<file path="config.mk">
export PLATFORM = sky130hd
export DESIGN_NAME = flash_guard
export DESIGN_NICKNAME = d
export VERILOG_FILES = /design/src/rtl/flash_guard_pkg.sv /design/src/rtl/lock_store.sv /design/src/rtl/region_decode.sv /design/src/rtl/flash_guard.sv
export SDC_FILE = /design/constraint.sdc
export NUM_CORES = 1
export LEC_CHECK = 0
export BUFFER_PORTS_ARGS = -buffer_cell sky130_fd_sc_hd__buf_2
export CORE_MARGIN = 2
export CORE_UTILIZATION = 25
export DETAILED_ROUTE_END_ITERATION = 7
export PLACE_DENSITY_LB_ADDON = 0.08
export SLEW_MARGIN = 15
export SYNTH_ARGS = -nofsm -noshare
export SYNTH_HDL_FRONTEND = slang
export SYNTH_SLANG_ARGS = --single-unit
</file>
<file path="constraint.sdc">
create_clock -name clk -period 3.7 [get_ports clk]
set_input_delay 0.37 -clock clk [delete_from_list [all_inputs] [get_ports clk]]
set_output_delay 0.37 -clock clk [all_outputs]
set_load 0.01 [all_outputs]
</file>
<file path="src/rtl/flash_guard_pkg.sv">
// Package: shared request encoding and lock byte layout for flash_guard.
// Assumes the lock byte fits in 8 bits with 3 spare upper bits.
package flash_guard_pkg;

    typedef enum logic [1:0] {
        KIND_WRITE  = 2'd0,
        KIND_PERASE = 2'd1,
        KIND_CERASE = 2'd2,
        KIND_RSVD   = 2'd3
    } req_kind_e;

    typedef struct packed {
        logic [2:0] spare;
        logic       boot_open;  // 0 = boot page protected
        logic [2:0] size_sel;   // 7 = nothing protected
        logic       dbg_open;   // 0 = debug disabled
    } lock_t;

endpackage

</file>
<file path="src/rtl/lock_store.sv">
// lock_store: holds the lock byte. A wipe (end of chip erase) forces it to
// all ones and overrides a load; reset leaves it fully locked.
// Assumes wipe and load are single-cycle strobes from the controller.
module lock_store
    import flash_guard_pkg::*;
#(
    parameter logic [7:0] RESET_VAL = 8'h00,
    parameter logic [7:0] WIPE_VAL  = 8'hFF
) (
    input  logic       clk,
    input  logic       rst_n,
    input  logic       load,
    input  logic [7:0] load_byte,
    input  logic       wipe,
    output lock_t      lock_q
);

    // Keep the current lock byte; wipe has priority over load.
    always_ff @(posedge clk) begin
        if (!rst_n)      lock_q <= lock_t'(RESET_VAL);
        else if (wipe)   lock_q <= lock_t'(WIPE_VAL);
        else if (load)   lock_q <= lock_t'(load_byte);
    end

endmodule

</file>
<file path="src/rtl/region_decode.sv">
// region_decode: maps an address onto the top protected window and the
// boot page. Window size is (page/2) << (max_sel - sel), or 0 at max_sel.
// Assumes ADDR_W == PAGE_W - 1 + 2**SIZE_W - 1 so the largest step covers all.
module region_decode #(
    parameter int ADDR_W = 17,
    parameter int PAGE_W = 11,
    parameter int SIZE_W = 3
) (
    input  logic [SIZE_W-1:0] size_sel,
    input  logic              boot_open,
    input  logic [ADDR_W-1:0] addr,
    output logic              in_top,
    output logic              in_boot
);

    localparam logic [SIZE_W-1:0] SEL_MAX = {SIZE_W{1'b1}};
    localparam logic [ADDR_W:0]   FULL    = {1'b1, {ADDR_W{1'b0}}};
    localparam logic [ADDR_W:0]   STEP    = {{ADDR_W{1'b0}}, 1'b1} << (PAGE_W - 1);

    logic [SIZE_W-1:0] step_cnt;
    logic [ADDR_W:0]   win_bytes;
    logic [ADDR_W:0]   win_base;

    // Compute the window base and compare the address against both regions.
    always_comb begin
        step_cnt  = SEL_MAX - size_sel;
        win_bytes = (step_cnt == '0) ? '0 : (STEP << step_cnt);
        win_base  = FULL - win_bytes;
        in_top    = ({1'b0, addr} >= win_base);
        in_boot   = !boot_open && (addr[ADDR_W-1:PAGE_W] == '0);
    end

endmodule

</file>
<file path="src/rtl/flash_guard.sv">
// flash_guard: qualifies flash write/erase requests against the stored lock
// byte and answers with a registered grant or deny one cycle later.
// Assumes at most one request per cycle and that requests issued on a
// load cycle are judged against the previous byte.
module flash_guard
    import flash_guard_pkg::*;
#(
    parameter int ADDR_W = 17,
    parameter int PAGE_W = 11,
    parameter int SIZE_W = 3
) (
    input  logic              clk,
    input  logic              rst_n,
    input  logic              cfg_load,
    input  logic [7:0]        cfg_byte,
    input  logic              erase_done,
    input  logic              req_valid,
    input  logic [1:0]        req_kind,
    input  logic [ADDR_W-1:0] req_addr,
    input  logic              req_info,
    input  logic              req_from_dbg,
    output logic              grant,
    output logic              deny,
    output logic              dbg_locked
);

    lock_t lock_q;
    logic  in_top, in_boot;
    logic  allow;
    req_kind_e kind;

    lock_store #(.RESET_VAL(8'h00), .WIPE_VAL(8'hFF)) u_store (
        .clk       (clk),
        .rst_n     (rst_n),
        .load      (cfg_load),
        .load_byte (cfg_byte),
        .wipe      (erase_done),
        .lock_q    (lock_q)
    );

    region_decode #(.ADDR_W(ADDR_W), .PAGE_W(PAGE_W), .SIZE_W(SIZE_W)) u_region (
        .size_sel  (lock_q.size_sel),
        .boot_open (lock_q.boot_open),
        .addr      (req_addr),
        .in_top    (in_top),
        .in_boot   (in_boot)
    );

    // Decide whether the presented request may proceed.
    always_comb begin
        kind = req_kind_e'(req_kind);
        case (kind)
            KIND_CERASE: allow = 1'b1;
            KIND_RSVD:   allow = 1'b0;
            default:     allow = req_info ? req_from_dbg : !(in_top || in_boot);
        endcase
    end

    // Register the answer as a one-cycle pulse.
    always_ff @(posedge clk) begin
        if (!rst_n) begin
            grant <= 1'b0;
            deny  <= 1'b0;
        end else begin
            grant <= req_valid && allow;
            deny  <= req_valid && !allow;
        end
    end

    // Export the debug-disable state.
    always_comb dbg_locked = !lock_q.dbg_open;

    // one answer per request, none otherwise
    p_exclusive_r2: assert property (@(posedge clk) disable iff (!rst_n)
        !(grant && deny));
    p_answer_r2: assert property (@(posedge clk) disable iff (!rst_n)
        req_valid |=> (grant || deny));
    p_quiet_r2: assert property (@(posedge clk) disable iff (!rst_n)
        !req_valid |=> (!grant && !deny));
    // boot page locked blocks low writes
    p_boot_r5: assert property (@(posedge clk) disable iff (!rst_n)
        (req_valid && !req_info && (req_kind == 2'd0) && !lock_q.boot_open
         && (req_addr < ADDR_W'(2**PAGE_W))) |=> deny);
    // info page needs the debug link
    p_info_r6: assert property (@(posedge clk) disable iff (!rst_n)
        (req_valid && req_info && !req_kind[1]) |=> (grant == $past(req_from_dbg)));
    // chip erase always passes
    p_chip_r7: assert property (@(posedge clk) disable iff (!rst_n)
        (req_valid && req_kind == 2'd2) |=> grant);
    // erase completion releases debug lock
    p_wipe_r8: assert property (@(posedge clk) disable iff (!rst_n)
        erase_done |=> !dbg_locked);
    // reserved kind refused
    p_rsvd_r9: assert property (@(posedge clk) disable iff (!rst_n)
        (req_valid && req_kind == 2'd3) |=> deny);

endmodule

</file>
==> impl_metrics.py <==
metrics = {
    "setup_path": {
        "reg2reg_slack_ps": 1380,
        "crit_fanout": 11,
        "r2r-end": "grant$_SDFF_PN0_",
        "cp_slowest_cell": "dfxtp_1",
        "start_kind": "register",
        "crit_path_end_kind": "register",
        "crit_type": "register to register",
        "rr_startpoint": "u_store.lock_q[3]$_SDFFE_PN0P_",
        "crit_top_cell": "ha_1",
        "reg2regPathDepth": 10,
        "max_stage_delay_ps": 510,
        "crit_required_ps": 3890,
        "critPathArrivalTime_ps": 2500,
        "path_cells": "nand3b_1 -> ha_1 -> nor3_1 -> a21oi_1 -> mux2i_1 -> ha_1 -> a21o_1 -> a21o_2 -> nand4bb_1 -> nand3_1",
        "path_buf_inv": 0,
        "crit_family": "simple AND/OR/NAND/NOR gates",
        "worstSetupPathDepth": 10,
        "crit_path_end": "grant$_SDFF_PN0_",
        "startpoint": "u_store.lock_q[3]$_SDFFE_PN0P_",
    },
    "job": {
        "cap_viol_max_count": 0,
    },
    "timing": {
        "hold_violations": 0,
        "setup_viol": 0,
        "finalCritPeriodShare_pct": 62.6,
        "slew_headroom_pct": 74.6,
        "drv_slew": 0,
        "fmax_mhz": 432,
        "period_minus_slack_ps": 2320,
        "rsz0062_at_grt": "false",
        "finClkSkew_ps": 0.697,
        "tns_ps": 0,
        "worstMarginPinSlew_ps": 378,
    },
    "global_routing": {
        "gr-total-overflow": 0,
        "grt_use_total_pct": 11.0,
        "grt-busiest-layer": "met2",
        "grt_max_degree": 12,
        "grt_pass1_wl_um": 2170,
        "first_global_vias": 519,
        "grt_use_met3_pct": 2.00,
        "antenna_found_initial": 0,
        "met1_usage_pct": 13.0,
        "met2_usage_pct": 18.3,
    },
    "yosys": {
        "yosys_warnings": 0,
        "async_flop_share_pct": 0,
        "synth-seq-area-share_pct": 23.9,
        "ys_seq_elements": 7,
        "postSynthCellCount": 68,
        "synth_cell_type_count": 28,
        "post-synth-top-area-fraction_pct": 23.9,
        "synth_nets": 109,
        "synth_area_per_cell_sq_um": 8.61,
        "yosysTopAreaCell": "dfxtp_1",
        "synth_edf_count": 0,
        "netlist_area_sq_um": 586,
        "synthTopCellsByArea": "dfxtp_1 24%, ha_1 15%, o21a_1 6.4%",
        "synth_flop_cell": "dfxtp_1",
        "ys_top_cells_by_count": "7 x dfxtp_1, 7 x ha_1, 7 x nand2_1",
    },
    "power_and_ir_drop": {
        "power.leakage_uw": 0.000339,
        "irDropWorstVdd_uv": 158,
        "power_density_nw_per_um2": 307,
    },
    "die": {
        "chipWidth_um": 52.4,
        "die-height_um": 52.4,
        "io-pin-count": 37,
        "dieArea_sq_um": 2750,
        "num_rows": 17,
        "core_area_sq_um": 2210,
        "start_util_pct": 26.5,
    },
    "cts": {
        "clk_latency_ps": 240,
        "hold_buffers": 0,
        "cts_buffer_depth": 2,
        "cts_tree": "yes",
        "cts_buffers": 3,
        "htreeDepth": 1,
        "cts-root-buf": "clkbuf_4",
        "post_cts_buffers": 0,
        "clkTransAtPathRegs_ps": 50,
        "cts_resized": 0,
        "clkSinkCount": 7,
    },
    "finish": {
        "num-fill-cells": 256,
        "multiInputGateArea_sq_um": 412,
        "final_util_pct": 33.0,
        "diodes": 0,
        "layout-drive-gt1-share_pct": 30.8,
        "final-seq-area_sq_um": 140,
        "syn_to_final_growth_pct": 24.8,
        "fin_nets": 133,
    },
    "place": {
        "hpwl_um": 1070,
        "gp_congestion": 0.694,
        "io_buffer_count": 22,
    },
    "routing": {
        "avgRoutedWirePerCell_um": 10.7,
        "via_per_inst": 4.74,
        "ant_nets": 0,
        "drc": 0,
        "first_iter_violations": 3,
        "first_pass_iters": 3,
        "totalWireLength_um": 1270,
        "vias": 564,
    },
    "worst_hold_path": {
        "min_path_type": "primary input to register",
    },
    "run_status": {
        "status": "completed",
    },
}
==> layout make-up <==
cell class | instances | share of cell area [%]
Tap cell | 28 | 4.79
Clock buffer | 4 | 3.60
Inverter | 2 | 1.03
Sequential cell | 7 | 19.2
Timing Repair Buffer | 22 | 15.1
Multi-Input combinational cell | 56 | 56.3
==> sequential cells by signal, indices dropped and copies added, names as in the netlist <==
name,flops
grant,1
u_store.lock_q,5
deny,1
==> report_power, final <==
group	switching [uW]	internal, uW
registers	7.02	81.6
clock network	27.0	41.1
logic	32.3	35.2
total	66.3	158
==> cell usage in the layout (no fill, tap or decap), types with 3 or more instances in the layout <==
cell type,n
a21oi_1,5
nand2_1,7
nand3_1,5
mux2_1,3
buf_2,22
dfxtp_1,7
ha_1,7
clkbuf_4,3
o21a_1,5
==> per-stage QoR <==
step                      setup slack, ps  total power (uW)  hold WS [ps]  std cells  area [sq um]
after floorplan                      1530               136           487         68           586
after global placement               1340               158           557        115           704
after detailed placement             1350               159           561        115           704
after CTS                            1340               229           404        119           731
after global routing                 1070               248           411        119           731
final                                1380               224           408        119           731
==> kinds of logic (layout without fill, tap and decap cells) <==
group                    Yosys count  in the layout  share of synthesized area [%]
AND/OR/NAND/NOR                   24             24                           21.8
AO/OA/AOI/OAI                     18             18                           21.2
adder cells (fa/ha/maj)            7              7                           15.0
flip-flops                         7              7                           23.9
multiplexers                       5              5                           9.40
buffers and inverters              5             28                           5.77
XOR/XNOR                           2              2                           2.99
==> metal layers <==
metal	vias up	share of wire [%]	routed length, um
li1	296	-	-
met3	2	5.5	70
met2	15	46	589
met1	251	47	597
met5	-	0	0
met4	0	1.1	14
==> how the worst min path moves through the flow <==
| stage | startpoint | cells after the start | end |
|---|---|---|---|
| after global routing | erase_done | 2 | u_store.lock_q[1]$_SDFFE_PN0P_ |
| after detailed placement | u_store.lock_q[4]$_SDFFE_PN0P_ | 2 | u_store.lock_q[4]$_SDFFE_PN0P_ |
| after CTS | erase_done | 2 | u_store.lock_q[0]$_SDFFE_PN0P_ |
| final | erase_done | 2 | u_store.lock_q[1]$_SDFFE_PN0P_ |
| after global placement | u_store.lock_q[4]$_SDFFE_PN0P_ | 2 | u_store.lock_q[4]$_SDFFE_PN0P_ |
| after floorplan | rst_n | 1 | u_store.lock_q[1]$_SDFFE_PN0P_ |
Power figures use the tool's default switching activity.
